==> config.mk <==
export PLATFORM = sky130hd
export DESIGN_NAME = iter_div
export DESIGN_NICKNAME = d
export VERILOG_FILES = /design/src/rtl/div_pkg.sv /design/src/rtl/div_operand_prep.sv /design/src/rtl/div_iter_step.sv /design/src/rtl/div_final_fix.sv /design/src/rtl/iter_div.sv
export SDC_FILE = /design/constraint.sdc
export NUM_CORES = 1
export LEC_CHECK = 0
export BUFFER_PORTS_ARGS = -buffer_cell sky130_fd_sc_hd__buf_2
export CORE_ASPECT_RATIO = 1.1
export CORE_MARGIN = 8
export CORE_UTILIZATION = 30
export CTS_BUF_LIST = sky130_fd_sc_hd__clkbuf_4
export CTS_CLUSTER_DIAMETER = 120
export CTS_CLUSTER_SIZE = 25
export DETAILED_ROUTE_END_ITERATION = 6
export GPL_TIMING_DRIVEN = 0
export HOLD_SLACK_MARGIN = 0.15
export PLACE_DENSITY = 0.49
export SKIP_LAST_GASP = 1
export SLEW_MARGIN = 15
export SYNTH_ARGS = -nofsm -noshare
export SYNTH_HDL_FRONTEND = slang
export SYNTH_SLANG_ARGS = --single-unit
export TNS_END_PERCENT = 10
==> constraint.sdc <==
create_clock -name clk -period 4.15 [get_ports clk]
set_input_delay 0.83 -clock clk [delete_from_list [all_inputs] [get_ports clk]]
set_output_delay 0.83 -clock clk [all_outputs]
set_load 0.01 [all_outputs]
==> src/rtl/div_pkg.sv <==
package div_pkg;
   typedef enum logic [1:0] {
      DS_IDLE = 2'd0,
      DS_RUN  = 2'd1,
      DS_FIX  = 2'd2
   } div_state_e;
endpackage

==> src/rtl/div_operand_prep.sv <==
module div_operand_prep #(
   parameter int WIDTH = 32
) (
   input  logic [WIDTH-1:0] dvd_in,
   input  logic [WIDTH-1:0] dvs_in,
   input  logic             sgn,
   output logic [WIDTH-1:0] dvd_mag,
   output logic [WIDTH-1:0] dvs_mag,
   output logic             q_neg,
   output logic             r_neg
);
   logic dvd_is_neg, dvs_is_neg;

   always_comb begin
      dvd_is_neg = sgn & dvd_in[WIDTH-1];
      dvs_is_neg = sgn & dvs_in[WIDTH-1];
      dvd_mag    = dvd_is_neg ? (~dvd_in + 1'b1) : dvd_in;
      dvs_mag    = dvs_is_neg ? (~dvs_in + 1'b1) : dvs_in;
      q_neg      = dvd_is_neg ^ dvs_is_neg;
      r_neg      = dvd_is_neg;
   end
endmodule

==> src/rtl/div_iter_step.sv <==
module div_iter_step #(
   parameter int WIDTH        = 32,
   parameter bit NONRESTORING = 1'b0
) (
   input  logic [2*WIDTH+1:0] acc_i,
   input  logic [WIDTH-1:0]   dvs,
   output logic [2*WIDTH+1:0] acc_o
);
   localparam int HW = WIDTH + 2;

   logic [HW-1:0]    hi, dext, trial, nxt_hi;
   logic [WIDTH-1:0] lo;
   logic             qbit;

   assign hi   = acc_i[2*WIDTH+1:WIDTH];
   assign lo   = acc_i[WIDTH-1:0];
   assign dext = {2'b00, dvs};

   generate
      if (NONRESTORING) begin : g_nonrest
         always_comb begin
            trial  = hi[HW-1] ? (hi + dext) : (hi - dext);
            qbit   = ~trial[HW-1];
            nxt_hi = trial;
         end
      end else begin : g_restore
         always_comb begin
            trial  = hi - dext;
            qbit   = ~trial[HW-1];
            nxt_hi = qbit ? trial : hi;
         end
      end
   endgenerate

   assign acc_o = {nxt_hi[HW-2:0], lo, qbit};
endmodule

==> src/rtl/div_final_fix.sv <==
module div_final_fix #(
   parameter int WIDTH        = 32,
   parameter bit NONRESTORING = 1'b0
) (
   input  logic [2*WIDTH+1:0] acc,
   input  logic [WIDTH-1:0]   dvs,
   input  logic               q_neg,
   input  logic               r_neg,
   output logic [WIDTH-1:0]   quot,
   output logic [WIDTH-1:0]   rem
);
   localparam int HW = WIDTH + 2;

   logic [HW-1:0]    hi, shifted, corr;
   logic [WIDTH-1:0] q_mag, r_mag;

   assign hi      = acc[2*WIDTH+1:WIDTH];
   assign shifted = {hi[HW-1], hi[HW-1:1]};
   assign q_mag   = acc[WIDTH-1:0];

   generate
      if (NONRESTORING) begin : g_nonrest
         assign corr = shifted[HW-1] ? (shifted + {2'b00, dvs}) : shifted;
      end else begin : g_restore
         assign corr = shifted;
      end
   endgenerate

   assign r_mag = corr[WIDTH-1:0];
   assign quot  = q_neg ? (~q_mag + 1'b1) : q_mag;
   assign rem   = r_neg ? (~r_mag + 1'b1) : r_mag;
endmodule

==> src/rtl/iter_div.sv <==
module iter_div
   import div_pkg::*;
#(
   parameter int WIDTH        = 32,
   parameter bit NONRESTORING = 1'b0
) (
   input  logic             clk,
   input  logic             rst_n,
   input  logic             start,
   input  logic             sgn_mode,
   input  logic [WIDTH-1:0] dividend,
   input  logic [WIDTH-1:0] divisor,
   output logic [WIDTH-1:0] quot_o,
   output logic [WIDTH-1:0] rem_o,
   output logic             done,
   output logic             busy,
   output logic             div_zero
);
   localparam int AW = 2 * WIDTH + 2;
   localparam int CW = $clog2(WIDTH + 1);
   localparam logic [CW-1:0] LAST_IT = CW'(WIDTH - 1);

   generate
      if (WIDTH < 2) begin : g_bad_width
         $error("iter_div: WIDTH must be at least 2");
      end
   endgenerate

   div_state_e       state;
   logic [AW-1:0]    acc, acc_nxt;
   logic [WIDTH-1:0] dvs_q, dvd_raw_q;
   logic [WIDTH-1:0] dvd_mag, dvs_mag, q_fix, r_fix;
   logic             q_neg, r_neg, q_neg_q, r_neg_q, zero_q;
   logic [CW-1:0]    it_cnt;

   div_operand_prep #(.WIDTH(WIDTH)) u_prep (
      .dvd_in (dividend),
      .dvs_in (divisor),
      .sgn    (sgn_mode),
      .dvd_mag(dvd_mag),
      .dvs_mag(dvs_mag),
      .q_neg  (q_neg),
      .r_neg  (r_neg)
   );

   div_iter_step #(.WIDTH(WIDTH), .NONRESTORING(NONRESTORING)) u_step (
      .acc_i(acc),
      .dvs  (dvs_q),
      .acc_o(acc_nxt)
   );

   div_final_fix #(.WIDTH(WIDTH), .NONRESTORING(NONRESTORING)) u_fix (
      .acc  (acc),
      .dvs  (dvs_q),
      .q_neg(q_neg_q),
      .r_neg(r_neg_q),
      .quot (q_fix),
      .rem  (r_fix)
   );

   assign busy = (state != DS_IDLE);

   always_ff @(posedge clk or negedge rst_n) begin
      if (!rst_n) begin
         state     <= DS_IDLE;
         acc       <= '0;
         dvs_q     <= '0;
         dvd_raw_q <= '0;
         q_neg_q   <= 1'b0;
         r_neg_q   <= 1'b0;
         zero_q    <= 1'b0;
         it_cnt    <= '0;
         quot_o    <= '0;
         rem_o     <= '0;
         done      <= 1'b0;
         div_zero  <= 1'b0;
      end else begin
         done <= 1'b0;
         case (state)
            DS_IDLE: begin
               if (start) begin
                  acc       <= {{(WIDTH + 1){1'b0}}, dvd_mag, 1'b0};
                  dvs_q     <= dvs_mag;
                  dvd_raw_q <= dividend;
                  q_neg_q   <= q_neg;
                  r_neg_q   <= r_neg;
                  zero_q    <= (divisor == '0);
                  it_cnt    <= '0;
                  state     <= (divisor == '0) ? DS_FIX : DS_RUN;
               end
            end
            DS_RUN: begin
               acc    <= acc_nxt;
               it_cnt <= it_cnt + 1'b1;
               if (it_cnt == LAST_IT) state <= DS_FIX;
            end
            DS_FIX: begin
               state    <= DS_IDLE;
               done     <= 1'b1;
               div_zero <= zero_q;
               quot_o   <= zero_q ? '1 : q_fix;
               rem_o    <= zero_q ? dvd_raw_q : r_fix;
            end
            default: state <= DS_IDLE;
         endcase
      end
   end
endmodule

==> Word level (Yosys, flattened, before mapping) <==
Index checks and enable logic that the tools add are counted.
{ "totals": {"ff_bits": 207, "output_inout_bits": 67} }
{ "op_classes": {"add_sub_neg": 6, "n_mux": 16, "n_eq_ne": 5, "n_reduce_logical": 7, "n_bitwise": 8} }
{ "op_table": {"columns": ["cell", "n"], "rows": [
  ["32-bit 2-to-1 mux", 6],
  ["66-bit one-hot mux with 2 select lines", 1],
  ["32-bit by 1-bit adder with 32-bit output, second input constant", 4],
  ["32-bit NOT", 4],
  ["66-bit 2-to-1 mux", 1],
  ["34-bit by 32-bit subtractor with 34-bit output", 1],
  ["33-bit 2-to-1 mux", 1],
  ["32-bit logical NOT", 1],
  ["6-bit one-hot mux with 2 select lines", 1],
  ["6-bit by 1-bit adder with 6-bit output, second input constant", 1],
  ["6-bit by 5-bit == test with 1-bit output, second input constant", 1],
  ["2-bit 2-to-1 mux", 3],
  ["6-bit 2-to-1 mux", 1],
  ["2-bit AND reduction", 3],
  ["2-bit != test, second input constant", 2],
  ["2-bit one-hot mux with 2 select lines", 1],
  ["2-bit nonzero test", 2],
  ["1-bit AND", 2],
  ["2-bit by 1-bit == test with 1-bit output, second input constant", 1],
  ["2-bit == test, second input constant", 1],
  ["2-bit logical NOT", 1],
  ["1-bit 2-to-1 mux", 1],
  ["1-bit NOT", 1],
  ["1-bit bitwise XOR", 1]
]} }

==> Logic depth before layout (Yosys ltp) <==
Gate-level depths: netlist (run 1).
{ "depth": {"word_depth": 5, "ltp_mapped": 14, "depth_no_buf": 13} }

==> Cells and area by module <==
From an unflattened synthesis (run 1), not the netlist that was laid out.
{ "hier_totals": {"cells_unflattened": 1695, "hier_area_um2": 13869.6} }
{ "by_module_without_submodules": {"columns": ["mod", "cells_per_inst", "area_per_inst_um2", "instances", "seq_area_each_um2"], "rows": [
  ["iter_div", 905, 8464.4, 1, 5180.0],
  ["div_iter_step", 361, 2418.6, 1, 0.0],
  ["div_operand_prep", 235, 1575.3, 1, 0.0],
  ["div_final_fix", 194, 1411.4, 1, 0.0]
]} }

==> Worst setup path before layout (run 1) <==
Ideal clock, no wire load.
{ "synth_path": {"path_type": "input -> register", "startpoint": "input divisor[5]", "endpoint": "register dvs_q[22]", "setup_slack_ns": 0.790, "n_path_buf": 0, "arrival_ns": 3.231, "setup_ns": 0.129, "stages": 8, "required_ns": 4.021, "path_cell_list": "nor4_2 or3b_1 or3_4 or4_4 or4_4 o41ai_4 xor2_1 o21ai_1"} }
{ "synth_between": {"elab_chain_len": 3} }
{ "synth_lines": {"columns": ["item", "line", "source"], "rows": [
  ["start, declared", "iter_div.sv:12", "input logic [WIDTH-1:0] divisor,"],
  ["32-bit NOT", "div_operand_prep.sv:18", "dvs_mag = dvs_is_neg ? (~dvs_in + 1'b1) : dvs_in;"],
  ["32-bit by 1-bit adder with 32-bit output", "div_operand_prep.sv:18", null],
  ["32-bit 2-to-1 mux", "div_operand_prep.sv:18", null],
  ["end signal, assigned", "iter_div.sv:83", "dvs_q <= dvs_mag;"],
  ["end, declared", "iter_div.sv:31", "logic [WIDTH-1:0] dvs_q, dvd_raw_q;"]
]} }
No other way between the ends.
A chain may end at the register's enable or synchronous reset.

==> Final worst setup path (run 1) <==
{ "layout_path": {"startpoint": "register acc[40]", "endpoint": "register acc[60]"} }
{ "layout_between": {"elab_chain_len": 3} }
{ "layout_lines": {"columns": ["item", "line", "source"], "rows": [
  ["start, declared", "iter_div.sv:30", "logic [AW-1:0] acc, acc_nxt;"],
  ["start signal, assigned", "iter_div.sv:82", "acc <= {{(WIDTH + 1){1'b0}}, dvd_mag, 1'b0};"],
  ["start signal, assigned", "iter_div.sv:93", "acc <= acc_nxt;"],
  ["34-bit by 32-bit subtractor with 34-bit output", "div_iter_step.sv:28", "trial = hi - dext;"],
  ["33-bit 2-to-1 mux", "div_iter_step.sv:30", "nxt_hi = qbit ? trial : hi;"],
  ["66-bit one-hot mux with 2 select lines", "iter_div.sv:79", "case (state)"]
]} }
No other way between the ends.

==> metrics.cfg, run 1 <==
[status]
status = completed

[route]
antenna_left = 0
wl_per_cell_um = 19.3
drc_errors = 0
first_pass_iters = 5
drt_wl_total_um = 42500
drt_iter0_drc = 721
via_per_inst = 5.07
vias = 11200

[power_and_ir_drop]
vdd_drop_max_mv = 0.261
combPwrFrac = 0.563
intPower_mw = 5.41
p_leak_nw = 6.13
p_seq_frac = 0.354
power_switching_mw = 4.90
p_sw_frac = 0.475
power.density_nw_per_um2 = 725
clkPwrFrac = 0.083

[yosys]
synth_warnings = 0
synthCells = 1486
yosysMostFrequentCell = nand2_1
synth_fp_nets = 1592
synth_common_cells = 271 x nand2_1, 207 x dfrtp_1, 189 x o21ai_0, 98 x a21oi_1, 84 x nor2_1
synth_compound_area_frac = 0.218
synth-edff-count = 0
ys_ff_latch = 207
synthSimpleGateAreaFrac = 0.170
syn-cell-area_um2 = 12600
synth_top_cells_by_area = dfrtp_1 41%, nand2_1 8.1%, o21ai_0 7.5%
syn_area_per_cell_um2 = 8.50
synth_ff_type = dfrtp_1
async_flop_share = 1.00
seq_area_frac_synth = 0.410
synth_top_family_by_area = compound AO/OA/AOI/OAI gates
synth_mux_area_frac = 0.0208
synth_fa_ha_area_frac = 0.0382
yosys.area.top_type = dfrtp_1
synth_top_area_frac = 0.410
yosys.cell_types.count = 64
synthXorXnorAreaFrac = 0.101

[clocking]
clock_path_buffers = 3
h-tree-depth = 1
clk_pin_slew_ps = 280
cts_root_buffer = clkbuf_4
clkLatencyLatePin_ps = 730
cts_tree = built
cts_made_buffers = 12
post_cts_buffers = 0
cts.sinks = 207

[floorplanning]
coreArea_um2 = 41900
start_util = 0.301
die_w_um = 212
io-pin-count = 135
fp.dieH_um = 231
dieArea_um2 = 48900
fp-row-count = 79

[min_path]
hold_path_depth = 3
hold_path.class = primary input to flip-flop
whs_endpoint = dvd_raw_q[24]
hp-start = dividend[24]

[critical_path]
cp_data_arrival_time_ps = 4510
crit_top_cell = o21ai_0
reg2reg_slack_ps = 200
path_class = flip-flop to flip-flop
r2r_end = acc[60]
critPathMaxStageDelay_ps = 610
crit_fanout = 10
critPathSlowestCell = nor4_1
crit_required_ps = 4710
end_kind = flip-flop
reg2regPathDepth = 11
critPathLaunchType = flip-flop
rr_startpoint = acc[40]
path_cells = ha_1, a21oi_1, o21ai_0, and3_1, nor4_1, o31ai_1, xor2_1, buf_2, clkbuf_1, a2bb2oi_1, o21ai_0

[placed_design]
place_inst = 2189
port_buffers = 134
hpwlAfterDp_um = 33400
post-place-ws_ps = 123
routabilityCongestion = 0.884

[timing]
whs_ps = 317
setup_violations = 0
finalHoldViolCount = 0
worstMarginPinSlew_ps = 1050
slew_violations = 0
fin_crit_sh = 0.952
fin_skew_ps = 79.3
setup_ws_ps = 200
slew_headroom = 0.293
fin_crit_ps = 3950
rsz0062_at_grt = true
max_freq_ghz = 0.253

[grt]
grt_pass1_vias = 11400
grt_overflow = 0
grt_pass1_wl_um = 65900
grt_usage = 0.170
antenna_found_initial = 3
grt_start_max_net_pins = 99

[finish]
regArea_um2 = 5180
drive_above_1_share = 0.107
stdcell_count = 2206
num-fill-cells = 4580
multi_input_area_um2 = 6940
areaGrowthSynthToFinish_pct = 12.6
design.final.nets = 1743

[job]
cap_viol_max_count = 0

## stage by stage
step / setup TNS, ps / util / area (µm²) / power, mW
6_report: 0 / 0.339 / 14200 / 10.3
5_1_grt: -244 / 0.339 / 14200 / 11.3
4_1_cts: 0 / 0.339 / 14200 / 10.4
3_5_place_dp: 0 / 0.336 / 14100 / 9.51
3_3_place_gp: -313370 / 0.334 / 14000 / 9.43
2_1_floorplan: 0 / - / 12600 / 7.65
## state kept, by name, indices dropped and copies added (netlist names), 2 cells and up
| register | count |
|---|---|
| dvs_q | 32 |
| it_cnt | 6 |
| quot_o | 32 |
| dvd_raw_q | 32 |
| acc | 66 |
| state | 2 |
| rem_o | 32 |
## cells by family after synthesis
logic type,Yosys count
AOI/OAI and AO/OA,450
xor gates and xnor gates,146
adders and majority gates,38
buffers and inverters,140
DFF,207
muxes,26
and+or+nand+nor,479
## cells in the final DEF, fill, tap and decap left out, types with 13 or more instances in the layout
master    synthesis  final
a21oi_1          98     98
a22oi_1          26     26
and3_1           13     13
buf_2             2    135
clkbuf_1         72     72
clkbuf_4          0     13
dfrtp_1         207    207
ha_1             37     37
inv_1            59     59
mux2i_1          24     24
nand2_1         271    271
nand2b_1         13     13
nand3_1          14     14
nor2_1           84     84
nor3_1           14     14
o21ai_0         189    189
o22a_1           33     33
o31ai_1          32     32
or4_1            13     13
xnor2_1          74     74
xor2_1           72     72
## timing repair
item / in CTS / in global routing
hold buffers: 1 / 0
resized for setup: 0 / 2
endpoints found under the setup margin: 0 / 5
endpoints found under the hold margin: 23 / 0
## power groups by stage
stage	Clock [mW]	Combinational (mW)	Sequential, mW
final	0.855	5.80	3.66
after global routing	0.955	6.55	3.79
after CTS	0.893	5.82	3.66
after detailed placement	0	5.80	3.70
after global placement	0	5.75	3.68
after floorplan	0	4.15	3.50
## area by class of cell
type,count,share of cell area
Timing Repair Buffer,137,0.0524
Tap cell,567,0.0499
Sequential cell,207,0.364
Clock buffer,13,0.00686
Buffer,81,0.0215
Antenna cell,1,0.000176
Multi-Input combinational cell,1139,0.488
Inverter,59,0.0156
Clock inverter,2,0.00176
## metal layers
layer	track usage	up-vias	wire length, µm
met5	0	-	32
met4	0.0426	6	921
met3	0.0195	51	1830
met2	0.279	233	19600
met1	0.237	5391	20200
li1	-	5502	-
## critical path: cells and delay by family, from the launching register on
kind / cells / cell delay [ps]
XOR/XNOR: 1 / 340
AND/OR/NAND/NOR: 2 / 850
adder cells (fa/ha/maj): 1 / 420
AO/OA/AOI/OAI: 5 / 820
buffers and inverters: 2 / 750
flip-flops: 1 / 570
## worst max path at each step
stage	startpoint	end	slack, ps	cells past startpoint
after floorplan	divisor[5]	dvs_q[22]	790	8
after global placement	rst_n	quot_o[18]	-1550	1
after detailed placement	acc[32]	acc[63]	120	13
after CTS	acc[32]	acc[63]	30	13
after global routing	acc[40]	acc[60]	-90	11
final	acc[40]	acc[60]	200	11
Note: power is estimated with default switching activity, not from simulation.
==> run 2: changes to the inputs <==
--- a/config.mk
+++ b/config.mk
@@ -6,7 +6,8 @@
 export NUM_CORES = 1
 export LEC_CHECK = 0
 export BUFFER_PORTS_ARGS = -buffer_cell sky130_fd_sc_hd__buf_2
-export CORE_ASPECT_RATIO = 1.1
+export CELL_PAD_IN_SITES_DETAIL_PLACEMENT = 1
+export CELL_PAD_IN_SITES_GLOBAL_PLACEMENT = 2
 export CORE_MARGIN = 8
 export CORE_UTILIZATION = 30
 export CTS_BUF_LIST = sky130_fd_sc_hd__clkbuf_4
@@ -15,7 +16,7 @@
 export DETAILED_ROUTE_END_ITERATION = 6
 export GPL_TIMING_DRIVEN = 0
 export HOLD_SLACK_MARGIN = 0.15
-export PLACE_DENSITY = 0.49
+export PLACE_DENSITY = 0.72
 export SKIP_LAST_GASP = 1
 export SLEW_MARGIN = 15
 export SYNTH_ARGS = -nofsm -noshare
==> run 2 against run 1 <==
Net effect:
- hold slack gained 1.2 ps
- clock skew is essentially flat
- core utilization is essentially flat
- global-route usage grew 0.72 points
- sequential power is essentially flat
- maximum frequency shrank 0.65%
- wire length grew 4.1%
- total power grew 0.17%
- largest power group unchanged
==> metrics.cfg, run 2 (synthesis results as in run 1) <==
[status]
status = completed  ; unchanged

[placed_design]
port_buffers = 134  ; unchanged
hpwlAfterDp_um = 35600  ; was 33,400 µm
routabilityCongestion = 0.828  ; was 0.884
post-place-ws_ps = -35.7  ; was 123 ps

[timing]
max_freq_ghz = 0.252  ; was 0.253 GHz
worstMarginPinSlew_ps = 1040  ; was 1050 ps
slew_headroom = 0.300  ; was 0.293
fin_crit_sh = 0.958  ; was 0.952
slew_violations = 0  ; unchanged
fin_skew_ps = 79.0  ; was 79.3 ps
rsz0062_at_grt = true  ; unchanged
setup_violations = 0  ; unchanged
finalHoldViolCount = 0  ; unchanged
fin_crit_ps = 3980  ; was 3950 ps
setup_ws_ps = 175  ; was 200 ps

[finish]
largest-register = acc  ; unchanged
final_common_cell = nand2_1  ; unchanged
fin_util = 0.340  ; was 0.339
largest_reg_flops = 66  ; unchanged
drive_above_1_share = 0.107  ; about the same
layout_common_cells = 271 x nand2_1, 207 x dfrtp_1, 189 x o21ai_0, 135 x buf_2, 98 x a21oi_1  ; unchanged
design.final.nets = 1742  ; was 1,743
num-fill-cells = 5023  ; was 4,580
areaGrowthSynthToFinish_pct = 12.2  ; was 12.6%

[critical_path]
cp_data_arrival_time_ps = 4630  ; was 4510 ps
reg2reg_slack_ps = 170  ; was 200 ps
crit_required_ps = 4800  ; was 4710 ps
crit_fanout = 4  ; was 10
r2r_end = acc[63]  ; was acc[60]
end_kind = flip-flop  ; unchanged
critPathBufInv = 2  ; unchanged
critPathSlowestCell = a211oi_1  ; was nor4_1
reg2regPathDepth = 13  ; was 11
critPathLaunchType = flip-flop  ; unchanged
path_class = flip-flop to flip-flop  ; unchanged
critPathMaxStageDelay_ps = 570  ; was 610 ps
rr_startpoint = acc[32]  ; was acc[40]
path_delay_family = compound AO/OA/AOI/OAI gates  ; was simple AND/OR/NAND/NOR gates
path_cells = inv_1, ha_1, inv_1, fa_1, a211oi_1, o21ai_0, o2111a_1, o21bai_1, o21bai_1, a211oi_1, mux2_2, nor4_1, a221o_1  ; was ha_1, a21oi_1, o21ai_0, and3_1, nor4_1, o31ai_1, xor2_1, buf_2, clkbuf_1, a2bb2oi_1, o21ai_0

[clocking]
cts_made_buffers = 12  ; unchanged
clock_path_buffers = 3  ; unchanged
cts_root_buffer = clkbuf_4  ; unchanged
post_cts_buffers = 0  ; unchanged
h-tree-depth = 1  ; unchanged
clkLatencyLatePin_ps = 730  ; about the same
clk_pin_slew_ps = 290  ; was 280 ps
cts_tree = built  ; unchanged
cts.sinks = 207  ; unchanged

[grt]
grt_overflow = 0  ; unchanged
grt_pass1_vias = 11900  ; was 11,400
antenna_found_initial = 4  ; was 3
grt_usage = 0.177  ; was 0.170
grt_start_max_net_pins = 85  ; was 99
grt_pass1_wl_um = 70000  ; was 65,900 µm

[route]
drc_errors = 0  ; unchanged
drt_iter0_drc = 559  ; was 721
drt_wl_total_um = 44300  ; was 42,500 µm
vias = 11300  ; was 11,200
first_pass_iters = 4  ; was 5
wl_per_cell_um = 20.3  ; was 19.3 µm
antenna_left = 0  ; unchanged
via_per_inst = 5.20  ; was 5.07

[power_and_ir_drop]
p_seq_frac = 0.353  ; was 0.354
power.total_mw = 10.3  ; about the same
intPower_mw = 5.40  ; was 5.41 mW
p_sw_frac = 0.477  ; was 0.475
vdd_drop_max_mv = 0.215  ; was 0.261 mV
p_leak_nw = 6.13  ; about the same
clkPwrFrac = 0.083  ; about the same
power.density_nw_per_um2 = 729  ; was 725 nW/µm²
power_switching_mw = 4.93  ; was 4.90 mW
combPwrFrac = 0.564  ; was 0.563

[floorplanning]
fp.dieH_um = 221  ; was 231 µm
io-pin-count = 135  ; unchanged
start_util = 0.303  ; was 0.301
coreArea_um2 = 41800  ; was 41,900 µm²
die_w_um = 221  ; was 212 µm
fp-row-count = 75  ; was 79
dieArea_um2 = 48900  ; about the same

[min_path]
hold_path.class = primary input to flip-flop  ; unchanged
hold_path_depth = 3  ; unchanged
whs_endpoint = dvd_raw_q[24]  ; unchanged
hp-start = dividend[24]  ; unchanged

[job]
cap_viol_max_count = 0  ; unchanged

## run 2: worst max path at each step
stage | startpoint | end | slack [ps] | cells past startpoint
after floorplan | divisor[5] | dvs_q[22] | 790 | 8
after global placement | rst_n | dvs_q[31] | -1570 | 1
after detailed placement | acc[40] | acc[55] | -40 | 11
after CTS | acc[40] | acc[55] | 130 | 11
after global routing | acc[32] | acc[63] | -80 | 13
final | acc[32] | acc[63] | 170 | 13
## run 2: final cells by class
class	count	area, µm²	area share
Clock inverter	3	21.3	0.00150
Clock buffer	13	97.6	0.00688
Inverter	59	221	0.0156
Sequential cell	207	5180	0.365
Antenna cell	1	2.50	0.000177
Tap cell	539	674	0.0476
Buffer	80	303	0.0214
Timing Repair Buffer	137	746	0.0526
Multi-Input combinational cell	1139	6930	0.489
## run 2: worst min-delay path: stages
cell and delay [ps]:
buf_2 130, nand2_1 60, nand2_1 40
## run 2: per-stage QoR
| stage | setup TNS [ps] | cell area (µm²) | hold slack [ps] | instances |
|---|---|---|---|---|
| 2_1_floorplan | 0 | 12600 | 437 | 1486 |
| 3_3_place_gp | -319230 | 14000 | 458 | 2159 |
| 3_5_place_dp | -85.7 | 14000 | 457 | 2161 |
| 4_1_cts | 0 | 14200 | 257 | 2178 |
| 5_1_grt | -79.0 | 14200 | 283 | 2178 |
| 6_report | 0 | 14200 | 319 | 2178 |
## run 2: layer usage
metal / vias up / routed length, µm / part of all wire / GRT usage
met3: 52 / 1580 / 0.036 / 0.0234
met1: 5581 / 21400 / 0.48 / 0.244
met2: 195 / 20400 / 0.46 / 0.296
li1: 5494 / - / - / -
met5: - / 41 / 0.00093 / 0
met4: 6 / 878 / 0.020 / 0.0375
## run 2: power by group through the flow
stage / combinational (mW) / clock, mW / sequential [mW]
2_1_floorplan: 4.15 / 0 / 3.50
3_3_place_gp: 5.79 / 0 / 3.67
3_5_place_dp: 5.91 / 0 / 3.71
4_1_cts: 5.94 / 0.901 / 3.66
5_1_grt: 6.65 / 0.952 / 3.77
6_report: 5.83 / 0.856 / 3.65
## run 2: what timing repair did
item | 4_1_cts | 5_1_grt
resized for setup | 1 | 0
hold buffers | 1 | 0
hold endpoints to repair | 46 | 0
gates cloned | 0 | 0
setup endpoints to repair | 8 | 7
==> run 3: changes to the inputs <==
--- a/config.mk
+++ b/config.mk
@@ -8,6 +8,7 @@
 export BUFFER_PORTS_ARGS = -buffer_cell sky130_fd_sc_hd__buf_2
 export CELL_PAD_IN_SITES_DETAIL_PLACEMENT = 1
 export CELL_PAD_IN_SITES_GLOBAL_PLACEMENT = 2
+export CORE_ASPECT_RATIO = 0.5
 export CORE_MARGIN = 8
 export CORE_UTILIZATION = 30
 export CTS_BUF_LIST = sky130_fd_sc_hd__clkbuf_4
==> run 3 against run 2 <==
Net effect:
- final area is 0.20% higher
- total power rose by 1.7%
- clock power grew 0.8%
- via count rose by 0.14%
- global-route usage grew 0.46 points
- first-iteration DRC count grew 27%
- wire length is 3.8% higher
- core utilization increased by 0.054 points
- register-to-register slack barely moved
- largest cell class unchanged
==> metrics.cfg, run 3 (synthesis results as in run 1) <==
[timing]
slew_violations = 0  ; unchanged
tns_ps = 0  ; unchanged
max_freq_ghz = 0.252  ; about the same
finalHoldViolCount = 0  ; unchanged
fin_crit_sh = 0.958  ; about the same
setup_ws_ps = 175  ; about the same
fin_crit_ps = 3970  ; was 3980 ps
slew_headroom = 0.217  ; was 0.300
whs_ps = 296  ; was 319 ps
fin_skew_ps = 81.5  ; was 79.0 ps
setup_violations = 0  ; unchanged
worstMarginPinSlew_ps = 1170  ; was 1040 ps
rsz0062_at_grt = true  ; unchanged

[critical_path]
critPathLaunchType = flip-flop  ; unchanged
cp_data_arrival_time_ps = 4650  ; was 4630 ps
crit_required_ps = 4830  ; was 4800 ps
crit_fanout = 4  ; unchanged
reg2regPathDepth = 13  ; unchanged
path_class = flip-flop to flip-flop  ; unchanged
cp-startpoint = acc[32]  ; unchanged
r2r_end = acc[63]  ; unchanged
end_kind = flip-flop  ; unchanged
crit_path_end = acc[63]  ; unchanged
rr_startpoint = acc[32]  ; unchanged
reg2reg_slack_ps = 180  ; was 170 ps

[grt]
grt_start_max_net_pins = 99  ; was 85
grt_pass1_wl_um = 71800  ; was 70,000 µm
grt_overflow = 0  ; unchanged
antenna_found_initial = 5  ; was 4
grt_usage = 0.182  ; was 0.177
grt_pass1_vias = 12000  ; was 11,900

[finish]
design.final.nets = 1743  ; was 1,742
largest-register = acc  ; unchanged
areaGrowthSynthToFinish_pct = 12.4  ; was 12.2%
layout_common_cells = 271 x nand2_1, 207 x dfrtp_1, 189 x o21ai_0, 135 x buf_2, 98 x a21oi_1  ; unchanged
stdcell_count = 2192  ; was 2,178
final_common_cell = nand2_1  ; unchanged
num-fill-cells = 4967  ; was 5,023
fin_util = 0.340  ; about the same
design_area_um2 = 14200  ; about the same
drive_above_1_share = 0.107  ; about the same
largest_reg_flops = 66  ; unchanged

[floorplanning]
fp-row-count = 53  ; was 75
dieArea_um2 = 49300  ; was 48,900 µm²
io-pin-count = 135  ; unchanged
start_util = 0.302  ; was 0.303
coreArea_um2 = 41800  ; about the same
die_w_um = 306  ; was 221 µm
fp.dieH_um = 161  ; was 221 µm

[power_and_ir_drop]
power.density_nw_per_um2 = 739  ; was 729 nW/µm²
p_leak_nw = 6.13  ; about the same
power.total_mw = 10.5  ; was 10.3 mW
vdd_drop_max_mv = 0.266  ; was 0.215 mV

[route]
drt_wl_total_um = 46000  ; was 44,300 µm
via_per_inst = 5.18  ; was 5.20
antenna_left = 0  ; unchanged
vias = 11300  ; about the same
wl_per_cell_um = 21.0  ; was 20.3 µm
drt_iter0_drc = 708  ; was 559
first_pass_iters = 5  ; was 4
drc_errors = 0  ; unchanged

[placed_design]
hpwlAfterDp_um = 37200  ; was 35,600 µm
place_inst = 2172  ; was 2,161
routabilityCongestion = 0.815  ; was 0.828
post-place-ws_ps = 26.6  ; was -35.7 ps
dpl_cell_area_um2 = 14100  ; was 14,000 µm²
port_buffers = 134  ; unchanged

[clocking]
clkLatencyLatePin_ps = 750  ; was 730 ps
cts_tree = built  ; unchanged
h-tree-depth = 1  ; unchanged
cts_root_buffer = clkbuf_4  ; unchanged
clock_path_buffers = 3  ; unchanged
clk_pin_slew_ps = 290  ; about the same
cts_made_buffers = 12  ; unchanged
cts.sinks = 207  ; unchanged

[job]
cap_viol_max_count = 0  ; unchanged

[min_path]
hold_path.class = primary input to flip-flop  ; unchanged

[status]
status = completed  ; unchanged

run 3: final cells by class:
cell class,instances,area (µm²),area share
repair buffers,137,746,0.0525
clock inverters,2,20.0,0.00141
plain buffers,81,307,0.0216
well taps,550,688,0.0484
clock buffers,13,97.6,0.00687
multi-input cells,1139,6940,0.488
flip-flops and latches,207,5180,0.365
inverters,59,221,0.0156
diodes,4,10.0,0.000705
run 3: what timing repair did:
item,in CTS,in global routing
endpoints found under the setup margin,0,9
hold buffers,1,0
resized for setup,0,2
endpoints found under the hold margin,29,0
setup buffers,0,0
run 3: worst max-delay path, cell delays in order, from the launching register on:
cell and delay (ps):
dfrtp_1 440, inv_1 90, ha_1 200, inv_1 60
fa_1 430, a211oi_1 260, o21ai_0 300, o2111a_1 380
o21bai_1 280, o21bai_1 190, a211oi_2 390, mux2_2 390
nor4_1 370, a221o_1 160
run 3: per-layer routing:
| layer | vias up | share of wire | GRT usage |
|---|---|---|---|
| li1 | 5483 | - | - |
| met1 | 5667 | 0.49 | 0.256 |
| met2 | 159 | 0.47 | 0.302 |
| met3 | 31 | 0.034 | 0.0240 |
| met4 | 4 | 0.011 | 0.0312 |
| met5 | - | 0.00037 | 0 |
run 3: power breakdown:
part           switching, mW  internal, mW  total, mW
Clock                  0.705         0.158      0.863
Sequential             0.872          2.79       3.66
Combinational           3.51          2.47       5.98
run 3: how the worst min path moves through the flow:
stage	startpoint	to	slack (ps)	depth (start not counted)
6_report	dividend[20]	dvd_raw_q[20]	300	3
5_1_grt	dividend[21]	dvd_raw_q[21]	280	3
4_1_cts	dividend[24]	dvd_raw_q[24]	260	3
3_5_place_dp	dvd_raw_q[15]	dvd_raw_q[15]	470	2
3_3_place_gp	quot_o[0]	quot_o[0]	450	2
2_1_floorplan	dvd_raw_q[30]	dvd_raw_q[30]	440	2
